**config.mk**
```make
export PLATFORM = sky130hd
export DESIGN_NAME = ecc_regfront
export DESIGN_NICKNAME = d
export VERILOG_FILES = /design/src/rtl/ecc_regfront_pkg.sv /design/src/rtl/ecc_regfront_ctrl.sv /design/src/rtl/ecc_regfront_feed.sv /design/src/rtl/ecc_regfront_store.sv /design/src/rtl/ecc_regfront.sv
export SDC_FILE = /design/constraint.sdc
export NUM_CORES = 2
export LEC_CHECK = 0
export ABC_CLOCK_PERIOD_IN_PS = 18050
export BUFFER_PORTS_ARGS = -buffer_cell sky130_fd_sc_hd__buf_2
export CORE_MARGIN = 10
export CORE_UTILIZATION = 40
export CTS_CLUSTER_DIAMETER = 40
export DETAILED_ROUTE_END_ITERATION = 6
export GPL_TIMING_DRIVEN = 0
export SYNTH_ARGS = -nofsm -noshare
export SYNTH_HDL_FRONTEND = slang
export SYNTH_SLANG_ARGS = --single-unit
```
**constraint.sdc**
```tcl
create_clock -name clk -period 18.05 [get_ports clk]
set_clock_uncertainty 0.1 [all_clocks]
set_input_delay 1.805 -clock clk [delete_from_list [all_inputs] [get_ports clk]]
set_output_delay 1.805 -clock clk [all_outputs]
set_load 0.005 [all_outputs]
```
**src/rtl/ecc_regfront_pkg.sv**
```systemverilog
package ecc_regfront_pkg;
  localparam int STR_W = 7;
  localparam int CNTF_W = 7;

  localparam logic [6:0] WA_CTRL  = 7'd0;
  localparam logic [6:0] WA_CCLR  = 7'd2;
  localparam logic [6:0] WA_CNT   = 7'd3;
  localparam logic [6:0] WA_DATA  = 7'd4;
  localparam logic [6:0] WA_PAR0  = 7'd5;
  localparam logic [6:0] WA_ERR0  = 7'd33;
  localparam logic [6:0] WA_STAT  = 7'd97;
  localparam logic [6:0] WA_IESET = 7'd98;
  localparam logic [6:0] WA_IECLR = 7'd99;
  localparam logic [6:0] WA_IE    = 7'd100;

  localparam int FL_ERR = 0;
  localparam int FL_UNC = 1;
  localparam int FL_ENC = 2;
  localparam int FL_DEC = 3;
  localparam int TOT_LSB = 16;
  localparam int NUM_LSB = 24;
  localparam logic [31:0] ST_MASK = 32'h7F7F_000F;

  typedef struct packed {
    logic [STR_W-1:0] strength;
    logic             encode;
    logic             enable;
  } ctrl_t;
endpackage

```
**src/rtl/ecc_regfront_ctrl.sv**
```systemverilog
module ecc_regfront_ctrl
  import ecc_regfront_pkg::*;
#(
  parameter int BLK_W = 11,
  parameter int PAR_W = 7
) (
  input  logic             clk,
  input  logic             rst_n,
  input  logic             wr_i,
  input  logic [6:0]       waddr_i,
  input  logic [31:0]      wdata_i,
  output ctrl_t            ctrl_o,
  output logic             init_o,
  output logic [BLK_W-1:0] blk_o,
  output logic [PAR_W-1:0] par_o,
  output logic [3:0]       ie_o
);
  ctrl_t ctrl_q;
  logic [BLK_W-1:0] blk_q;
  logic [PAR_W-1:0] par_q;
  logic [3:0] ie_q;
  logic unused_w;

  assign unused_w = ^wdata_i;

  always_ff @(posedge clk) begin
    if (!rst_n) begin
      ctrl_q <= '0;
      blk_q  <= '0;
      par_q  <= '0;
      ie_q   <= '0;
    end else if (wr_i) begin
      case (waddr_i)
        WA_CTRL: begin
          ctrl_q.enable   <= wdata_i[0];
          ctrl_q.encode   <= wdata_i[2];
          ctrl_q.strength <= wdata_i[4 +: STR_W];
        end
        WA_CCLR: begin
          ctrl_q.enable   <= ctrl_q.enable & ~wdata_i[0];
          ctrl_q.encode   <= ctrl_q.encode & ~wdata_i[2];
          ctrl_q.strength <= ctrl_q.strength & ~wdata_i[4 +: STR_W];
        end
        WA_CNT: begin
          blk_q <= wdata_i[BLK_W-1:0];
          par_q <= wdata_i[16 +: PAR_W];
        end
        WA_IESET: ie_q <= ie_q | wdata_i[3:0];
        WA_IECLR: ie_q <= ie_q & ~wdata_i[3:0];
        default: ;
      endcase
    end
  end

  assign init_o = wr_i && (waddr_i == WA_CTRL) && wdata_i[1];
  assign ctrl_o = ctrl_q;
  assign blk_o  = blk_q;
  assign par_o  = par_q;
  assign ie_o   = ie_q;

  // clear-register writes leave no written bit set
  assert_ie_clear_R11: assert property (@(posedge clk) disable iff (!rst_n)
    (wr_i && waddr_i == WA_IECLR) |=> ((ie_o & $past(wdata_i[3:0])) == 4'd0));
  // clear register drops enable when bit 0 written
  assert_ctrl_clear_R2: assert property (@(posedge clk) disable iff (!rst_n)
    (wr_i && waddr_i == WA_CCLR && wdata_i[0]) |=> !ctrl_o.enable);
endmodule

```
**src/rtl/ecc_regfront_feed.sv**
```systemverilog
module ecc_regfront_feed #(
  parameter int BLK_W = 11,
  parameter int PAR_W = 7
) (
  input  logic             clk,
  input  logic             rst_n,
  input  logic             init_i,
  input  logic             enable_i,
  input  logic             encode_i,
  input  logic [BLK_W-1:0] blk_i,
  input  logic [PAR_W-1:0] par_i,
  input  logic             load_i,
  input  logic             load_byte_i,
  input  logic [31:0]      wdata_i,
  output logic             load_ok_o,
  output logic             cs_valid_o,
  input  logic             cs_ready_i,
  output logic [7:0]       cs_byte_o,
  output logic             start_o
);
  localparam int CNT_W = ((BLK_W > PAR_W) ? BLK_W : PAR_W) + 1;

  logic [31:0]      hold_q;
  logic [2:0]       left_q;
  logic [CNT_W-1:0] cnt_q;
  logic [CNT_W-1:0] target;
  logic             started_q;
  logic             hs;

  assign hs         = cs_valid_o && cs_ready_i;
  assign cs_valid_o = (left_q != 3'd0);
  assign cs_byte_o  = hold_q[7:0];
  assign load_ok_o  = (left_q == 3'd0);
  assign target     = encode_i ? CNT_W'(blk_i) : (CNT_W'(blk_i) + CNT_W'(par_i));
  assign start_o    = enable_i && !started_q && (target != '0) && (cnt_q == target);

  always_ff @(posedge clk) begin
    if (!rst_n || init_i) begin
      hold_q    <= '0;
      left_q    <= '0;
      cnt_q     <= '0;
      started_q <= 1'b0;
    end else begin
      if (load_i && load_ok_o && enable_i) begin
        hold_q <= wdata_i;
        left_q <= load_byte_i ? 3'd1 : 3'd4;
      end else if (hs) begin
        hold_q <= {8'd0, hold_q[31:8]};
        left_q <= left_q - 3'd1;
      end
      if (hs) cnt_q <= cnt_q + 1'b1;
      if (start_o) started_q <= 1'b1;
    end
  end

  // a stalled byte stays put
  assert_stream_hold_R5: assert property (@(posedge clk) disable iff (!rst_n)
    (cs_valid_o && !cs_ready_i && !init_i) |=> (cs_valid_o && $stable(cs_byte_o)));
  // the begin signal never lasts two cycles
  assert_start_pulse_R6: assert property (@(posedge clk) disable iff (!rst_n)
    start_o |=> !start_o);
  // init flushes pending bytes
  assert_init_flush_R8: assert property (@(posedge clk) disable iff (!rst_n)
    init_i |=> !cs_valid_o);
endmodule

```
**src/rtl/ecc_regfront_store.sv**
```systemverilog
module ecc_regfront_store
  import ecc_regfront_pkg::*;
#(
  parameter int NPAR = 28,
  parameter int NERR = 64,
  parameter int PIW  = 5,
  parameter int EIW  = 6
) (
  input  logic              clk,
  input  logic              rst_n,
  input  logic              init_i,
  input  logic              par_we_i,
  input  logic [PIW-1:0]    par_idx_i,
  input  logic [31:0]       par_word_i,
  input  logic              err_we_i,
  input  logic [EIW-1:0]    err_idx_i,
  input  logic [31:0]       err_entry_i,
  input  logic              enc_done_i,
  input  logic              dec_done_i,
  input  logic              dec_err_i,
  input  logic              dec_uncor_i,
  input  logic [CNTF_W-1:0] dec_cnt_i,
  input  logic [CNTF_W-1:0] dec_total_i,
  input  logic              st_wr_i,
  input  logic [31:0]       st_wdata_i,
  input  logic [PIW-1:0]    par_rd_idx_i,
  input  logic [EIW-1:0]    err_rd_idx_i,
  output logic [31:0]       par_rd_o,
  output logic [31:0]       err_rd_o,
  output logic [31:0]       status_o
);
  logic [31:0] par_q [NPAR];
  logic [31:0] err_q [NERR];
  logic [31:0] st_q;
  logic [31:0] st_n;

  always_ff @(posedge clk) begin
    if (!rst_n) begin
      for (int i = 0; i < NPAR; i++) par_q[i] <= '0;
    end else if (par_we_i && (int'(par_idx_i) < NPAR)) begin
      par_q[par_idx_i] <= par_word_i;
    end
  end

  always_ff @(posedge clk) begin
    if (!rst_n || init_i) begin
      for (int i = 0; i < NERR; i++) err_q[i] <= '0;
    end else if (err_we_i && (int'(err_idx_i) < NERR)) begin
      err_q[err_idx_i] <= err_entry_i;
    end
  end

  always_comb begin
    st_n = st_q & ~(st_wr_i ? st_wdata_i : 32'd0);
    if (enc_done_i) st_n[FL_ENC] = 1'b1;
    if (dec_done_i) begin
      st_n[FL_DEC] = 1'b1;
      if (dec_err_i)   st_n[FL_ERR] = 1'b1;
      if (dec_uncor_i) st_n[FL_UNC] = 1'b1;
      st_n[TOT_LSB +: CNTF_W] = dec_total_i;
      st_n[NUM_LSB +: CNTF_W] = dec_cnt_i;
    end
    st_n = st_n & ST_MASK;
  end

  always_ff @(posedge clk) begin
    if (!rst_n) st_q <= '0;
    else        st_q <= st_n;
  end

  assign par_rd_o = (int'(par_rd_idx_i) < NPAR) ? par_q[par_rd_idx_i] : 32'd0;
  assign err_rd_o = (int'(err_rd_idx_i) < NERR) ? err_q[err_rd_idx_i] : 32'd0;
  assign status_o = st_q;

  // encode completion raises its flag
  assert_enc_flag_R9: assert property (@(posedge clk) disable iff (!rst_n)
    enc_done_i |=> status_o[FL_ENC]);
  // a lone clear write removes the written bits
  assert_w1c_R10: assert property (@(posedge clk) disable iff (!rst_n)
    (st_wr_i && !enc_done_i && !dec_done_i) |=> ((status_o & $past(st_wdata_i)) == 32'd0));
endmodule

```
**src/rtl/ecc_regfront.sv**
```systemverilog
module ecc_regfront
  import ecc_regfront_pkg::*;
#(
  parameter int BLK_W = 11,
  parameter int PAR_W = 7,
  parameter int NPAR  = 28,
  parameter int NERR  = 64,
  parameter int PIW   = $clog2(NPAR),
  parameter int EIW   = $clog2(NERR)
) (
  input  logic              clk,
  input  logic              rst_n,
  input  logic              bus_wr,
  input  logic              bus_rd,
  input  logic [8:0]        bus_addr,
  input  logic              bus_byte,
  input  logic [31:0]       bus_wdata,
  output logic [31:0]       bus_rdata,
  output logic              bus_ready,
  output logic              irq,
  output logic              core_start,
  output logic              core_encode,
  output logic [STR_W-1:0]  core_strength,
  output logic [BLK_W-1:0]  core_blk_len,
  output logic [PAR_W-1:0]  core_par_len,
  output logic              cs_valid,
  input  logic              cs_ready,
  output logic [7:0]        cs_byte,
  input  logic              par_we,
  input  logic [PIW-1:0]    par_idx,
  input  logic [31:0]       par_word,
  input  logic              err_we,
  input  logic [EIW-1:0]    err_idx,
  input  logic [31:0]       err_entry,
  input  logic              enc_done,
  input  logic              dec_done,
  input  logic              dec_err,
  input  logic              dec_uncor,
  input  logic [CNTF_W-1:0] dec_cnt,
  input  logic [CNTF_W-1:0] dec_total
);
  logic [6:0]  waddr;
  ctrl_t       ctrl;
  logic        init;
  logic [3:0]  ie;
  logic [31:0] status;
  logic [31:0] par_rd, err_rd;
  logic [6:0]  poff, eoff;
  logic [31:0] rd_val;
  logic        unused_a;

  assign waddr    = bus_addr[8:2];
  assign unused_a = ^bus_addr[1:0];

  ecc_regfront_ctrl #(.BLK_W(BLK_W), .PAR_W(PAR_W)) u_ctrl (
    .clk(clk), .rst_n(rst_n), .wr_i(bus_wr), .waddr_i(waddr), .wdata_i(bus_wdata),
    .ctrl_o(ctrl), .init_o(init), .blk_o(core_blk_len), .par_o(core_par_len), .ie_o(ie)
  );

  ecc_regfront_feed #(.BLK_W(BLK_W), .PAR_W(PAR_W)) u_feed (
    .clk(clk), .rst_n(rst_n), .init_i(init), .enable_i(ctrl.enable),
    .encode_i(ctrl.encode), .blk_i(core_blk_len), .par_i(core_par_len),
    .load_i(bus_wr && (waddr == WA_DATA)), .load_byte_i(bus_byte), .wdata_i(bus_wdata),
    .load_ok_o(bus_ready), .cs_valid_o(cs_valid), .cs_ready_i(cs_ready),
    .cs_byte_o(cs_byte), .start_o(core_start)
  );

  assign poff = waddr - WA_PAR0;
  assign eoff = waddr - WA_ERR0;

  ecc_regfront_store #(.NPAR(NPAR), .NERR(NERR), .PIW(PIW), .EIW(EIW)) u_store (
    .clk(clk), .rst_n(rst_n), .init_i(init),
    .par_we_i(par_we), .par_idx_i(par_idx), .par_word_i(par_word),
    .err_we_i(err_we), .err_idx_i(err_idx), .err_entry_i(err_entry),
    .enc_done_i(enc_done), .dec_done_i(dec_done), .dec_err_i(dec_err),
    .dec_uncor_i(dec_uncor), .dec_cnt_i(dec_cnt), .dec_total_i(dec_total),
    .st_wr_i(bus_wr && (waddr == WA_STAT)), .st_wdata_i(bus_wdata),
    .par_rd_idx_i(poff[PIW-1:0]), .err_rd_idx_i(eoff[EIW-1:0]),
    .par_rd_o(par_rd), .err_rd_o(err_rd), .status_o(status)
  );

  always_comb begin
    rd_val = '0;
    if (waddr == WA_CTRL) begin
      rd_val[0]            = ctrl.enable;
      rd_val[2]            = ctrl.encode;
      rd_val[4 +: STR_W]   = ctrl.strength;
    end else if (waddr == WA_CNT) begin
      rd_val[BLK_W-1:0]    = core_blk_len;
      rd_val[16 +: PAR_W]  = core_par_len;
    end else if (waddr == WA_STAT) begin
      rd_val = status;
    end else if (waddr == WA_IE) begin
      rd_val[3:0] = ie;
    end else if ((waddr >= WA_PAR0) && (int'(poff) < NPAR)) begin
      rd_val = par_rd;
    end else if ((waddr >= WA_ERR0) && (int'(eoff) < NERR)) begin
      rd_val = err_rd;
    end
  end

  always_ff @(posedge clk) begin
    if (!rst_n)      bus_rdata <= '0;
    else if (bus_rd) bus_rdata <= rd_val;
  end

  assign irq           = |(status[3:0] & ie);
  assign core_encode   = ctrl.encode;
  assign core_strength = ctrl.strength;

  // a hole in the map reads as zero
  assert_unmapped_zero_R12: assert property (@(posedge clk) disable iff (!rst_n)
    (bus_rd && waddr == 7'd1) |=> (bus_rdata == 32'd0));
  // with nothing pending in status the line stays low
  assert_irq_quiet_R11: assert property (@(posedge clk) disable iff (!rst_n)
    (status[3:0] == 4'd0) |-> !irq);
endmodule

```
* Yosys cells after proc, flatten, opt, wreduce, memory -nomap -nowiden
Memories as Yosys holds them, arrays and structs flattened. Index checks and enable logic that the tools add are counted.
Word-level totals: register bits 129, RAM bits 2944, bits of input ports 142, logic and storage cells 121, memories 2
Cells by class: add/sub/neg operators 5, order comparisons 6, equality and inequality tests 8, muxes and demuxes 47, bitwise operators 12, reductions and logical operators 29
Memory list:
- u_store.err_q | depth 64, width 32, read ports 1, clocked after memory_dff 0, wr ports 64, line ecc_regfront_store.sv:33 | logic [31:0] err_q [NERR];
- u_store.par_q | depth 28, width 32, read ports 1, clocked after memory_dff 0, wr ports 28, line ecc_regfront_store.sv:32 | logic [31:0] par_q [NPAR];
Operator list (number):
- 32-bit two-way mux | 8
- 32-bit OR reduction | 2
- 31-bit AND | 1
- 31-bit two-way mux | 1
- 31-bit inverter | 1
- 7-bit equality test (second input constant) | 4
- 28-bit two-way mux | 1
- 7-bit two-way mux | 4
- 21-bit two-way mux | 1
- 1-bit two-way mux | 19
- 9-bit one-hot mux with 2 select lines | 1
- 7-bit by 2-bit equality test with 1-bit output (second input constant) | 2
- 1-bit logical AND | 13
- 11-bit by 7-bit adder with 12-bit output | 1
- 12-bit by 1-bit adder with 12-bit output (second input constant) | 1
- 12-bit equality test | 1
- 12-bit two-way mux | 1
- 12-bit nonzero test | 1
- 11-bit two-way mux | 1
- 5-bit < comparator (second input constant) | 2
- 5-bit two-way mux | 2
- 3-bit two-way mux | 3
- 9-bit two-way mux | 1
- 4-bit AND | 2
- 26 further kinds | 33

* Longest topological paths before layout
word-level depth 9, gate-level depth with buffers 20

* By module
From an unflattened synthesis, not the netlist that was laid out.
Unflattened totals: cells, all modules 9470, area total of the unflattened synthesis 141235.5 sq um
Modules (own cells, without submodules):
- ecc_regfront_store | instances 1, cells each 8644, area each 134570.3 sq um, sequential area each 88765.1 sq um
- ecc_regfront_feed | instances 1, cells each 326, area each 2700.1 sq um, sequential area each 960.9 sq um
- ecc_regfront | instances 1, cells each 336, area each 2605.0 sq um, sequential area each 640.6 sq um
- ecc_regfront_ctrl | instances 1, cells each 164, area each 1360.1 sq um, sequential area each 620.6 sq um

* Worst setup path before layout
Ideal clock, no wire load.
path type input -> register, start input bus_addr[2], end memory u_store.err_q[16][0] (enable), library setup time 0.466 ns, arrival time 6.854 ns, path slack 10.631 ns, cell stages on the path 16, buffers on the path 8, cells stage by stage buf_4 > buf_6 > buf_6 > buf_4 > buf_4 > buf_4 > inv_1 > ha_1 > nor3b_2 > nand2_1 > o21a_1 > nand3b_1 > or2_2 > clkbuf_1 > buf_2 > o21ai_0
RTL lines:
- from (decl) | line ecc_regfront.sv:15 | input logic [8:0] bus_addr,
- to (decl) | line ecc_regfront_store.sv:33

* Worst setup path after layout
start input bus_addr[2], end register bus_rdata[16]
Between the ends: cells in the longest elaborated chain, start to end 9, elaborated cells on any way between the ends 22, those cells by class 2 x add/sub; 5 x order compare; 3 x eq/ne; 7 x mux; 3 x reduce/logical; 2 x memory
RTL lines:
- parallel branches: the longest is 8 deep, another holds memory 64 x 32 bit
- 21-bit two-way mux * | line ecc_regfront.sv:84 | if (waddr == WA_CTRL) begin
- to (signal assigned) | line ecc_regfront.sv:104 | else if (bus_rd) bus_rdata <= rd_val;
- to (decl) | line ecc_regfront.sv:18 | output logic [31:0] bus_rdata,
Mark *: on every way between the ends. A chain may end at the register's enable or synchronous reset.

==> metrics.yaml <==
ant_nets: 0
power_density_nw_per_um2: 116
hpwl_um: 399000
start_kind: "input port"
holdBufCountCts: 0
die_h_um: 613
io_pins: 212
fin_cells: 14900
gp_congestion: 1.09
peakVddDrop_mv: 0.101
grt_busiest_layer: "met2"
worstPathArrival_ps: 10420
setup-violations-final: 0
period_share_pct: 53.3
cts_setup_buffers: 0
fin_nets: 10100
antenna_found_initial: 83
cp_max_fo: 10
synth_seq_cells: 3077
grtUsageMet1_pct: 34.2
tns_ps: 0
grt_pass1_vias: 88200
grt_util_all_layers_pct: 28.1
finalHoldViolations: 0
dr.pass1.iters: 7
path_class: "in2reg"
rows: 217
tightestPinTransition_ps: 1660
path_common_cell: "buf_4"
nFillCells: 29800
final_util_pct: 47.6
hold_class: "reg2reg"
max_stage_delay_ps: 1260
critical_path.top_delay_family: "buffers and inverters"
die_area_um2: 376000
cts_resized: 0
placed_cell_area_um2: 151000
fmax_ghz: 0.104
synth-main-ff-cell: "edfxtp_1"
path_buf_inv: 12
synth_enable_flop_cells: 2948
hold_slack_ps: 358
yosysWarnings: 0
path_cells: "buf_2 -> buf_4 -> buf_6 -> buf_6 -> buf_4 -> buf_4 -> buf_4 -> inv_1 -> ha_1 -> buf_4 -> clkbuf_1 -> clkbuf_1 -> clkbuf_1 -> mux4_2 -> nand2_1 -> a31oi_1 -> o211ai_1 -> a21oi_1 -> or3_1"
grt_setup_unrepaired: "false"
cp.required_ps: 18860
slowest_stage: "clkbuf_1"
violations: "DRC, capacitance limit, slew limit"
io_buffers: 175
grt_use_met2_pct: 43.8
drive_above_1_share_pct: 21.8
synth_top_area_share_pct: 62.9
synth_area_um2: 141000
grt_util_met3_pct: 8.37
timing_max_transition_violations_final: 113
synthToLayoutAreaGrowth_pct: 18.5
drt_iter0_markers: 13400
grt.overflow.total: 0
start_util_pct: 40.2
post_drt_wl_per_cell_um: 36.4
synth-async-reset-ratio_pct: 0
routed_wl_um: 543000
yosysSeqAreaShare_pct: 64.7
synth_cells: 9165
grt_max_degree: 25
syn_area_per_cell_um2: 15.4
end_kind: "register"
cts_sinks: 3077
synth_top_area_cell: "edfxtp_1"
viasPerCell: 5.99
finish.instance_area_um2: 167000
cts.htree.levels: 5
status: "finished with violations"
cts_tree: "done"
slew_headroom_pct: -10.6
via_count: 89400
synthTopCellsByArea: "edfxtp_1 (63%), mux4_2 (14%), and2_1 (13%), clkbuf_1 (1.9%), dfxtp_1 (1.8%)"
worstSkewPairLatency_ps: 1000
numPlacedInstances: 14100
core_area_um2: 350000
cap_violations: 12
p_leak_nw: 57.3
drcViolationCount: 4
cts_made_buffers: 446
period_minus_slack_ps: 9610
synth.lib_cells_used.distinct: 75
die_x_um: 613
root_buffer: "clkbuf_16"
cts_buffer_depth: 4
path_clk_slew_ps: 50
grt_pass1_wl_um: 730000
state kept, by name (all words and copies together) (netlist names), 3 cells and up, named ones only:
register	flops
bus_rdata	32
u_ctrl.blk_o	11
u_ctrl.ctrl_o	9
u_ctrl.par_o	7
u_feed.cnt_q	12
u_feed.hold_q	32
u_feed.left_q	3
u_store.err_q	2048
u_store.par_q	900
u_store.status_o	18
where the power goes:
group | internal [mW] | total, mW | switching [mW]
sequential | 8.18 | 8.30 | 0.114
combinational | 0.653 | 1.98 | 1.33
clock | 5.58 | 9.10 | 3.52
layout make-up:
cell class                 count  area (um^2)  area share, %
sequential                  3077        91100           54.7
antenna                       22         55.1         0.0330
timing repair buffer         296         3440           2.06
inverter                      29          109         0.0653
multi-input combinational   5147        46800           28.1
buffer                       915         3870           2.32
clock inverter               342         4080           2.45
clock buffer                 492        11500           6.88
tap                         4599         5750           3.45
worst min-delay path, cell delays in order, from the launching register on:
cell     delay [ps]
dfxtp_1         310
nand2_1          50
a21oi_1          50
cell usage in the layout (no fill, tap or decap), types with 36 or more instances in the layout:
cell type	n
a21oi_1	117
a22oi_1	47
and2_1	2960
buf_1	36
buf_12	76
buf_2	272
buf_4	57
bufinv_16	66
clkbuf_1	727
clkbuf_16	452
clkinv_1	47
clkinv_2	63
clkinv_4	39
clkinvlp_4	57
dfxtp_1	129
edfxtp_1	2948
inv_6	44
mux4_2	881
nand2_1	261
nand3_1	124
nor2_1	160
o21ai_0	74
o21ai_4	92
cells in the mapped netlist (7+ instances only):
cell,number
a21boi_0,27
nand3_1,124
edfxtp_1,2948
nand2_1,261
a21o_1,7
a21oi_1,117
nand4_1,9
dfxtp_1,129
a211oi_1,11
nand2b_1,16
a221o_1,15
buf_2,83
o21ai_0,170
nor2_1,165
or3_1,9
a2111oi_0,10
inv_1,29
xor2_1,16
o211ai_1,33
mux2i_1,28
ha_1,14
nand3b_1,9
a311oi_1,7
xnor2_1,21
buf_1,50
and2_1,2960
nor3_1,15
and3_1,31
a31oi_1,26
nor2b_1,14
a22oi_1,47
clkbuf_1,719
buf_4,53
mux4_2,881
buf_6,10
nor3b_1,8
per-layer routing:
| metal | part of all wire [%] | wire length, um | vias up |
|---|---|---|---|
| li1 | - | - | 35500 |
| met1 | 35 | 190000 | 46200 |
| met2 | 45 | 246000 | 6212 |
| met3 | 12 | 64300 | 1458 |
| met4 | 7.8 | 42600 | 32 |
| met5 | 0.041 | 224 | - |
final timing paths:
check	cells past startpoint	startpoint	endpoint	slack [ps]
setup / recovery	19	bus_addr[2]	bus_rdata[16]$_SDFFE_PN0P_	8440
hold / removal	2	u_feed.hold_q[10]$_SDFFE_PP0P_	u_feed.hold_q[10]$_SDFFE_PP0P_	360
setup reg to reg	5	u_store.err_q[28][29]$_SDFFCE_PN0P_	bus_rdata[29]$_SDFFE_PN0P_	14200
hold reg to reg	2	u_feed.hold_q[10]$_SDFFE_PP0P_	u_feed.hold_q[10]$_SDFFE_PP0P_	360
metrics by stage:
stage	setup slack [ps]	power (mW)
2_1_floorplan	10630	9.34
3_3_place_gp	4220	10.3
3_5_place_dp	7780	10.4
4_1_cts	8770	19.3
5_1_grt	8680	19.7
6_report	8440	19.4
kinds of logic after synthesis:
group	count (synthesis)	share of synthesized area, %
AND/OR/NAND/NOR	3655	15.4
flip-flops	3077	64.7
buffers and inverters	944	2.79
multiplexers	911	14.3
AO/OA/AOI/OAI	524	2.34
XOR/XNOR	38	0.242
adder cells (fa/ha/maj)	15	0.139
other	1	0.00266
Note: power is estimated with default switching activity, not from simulation.
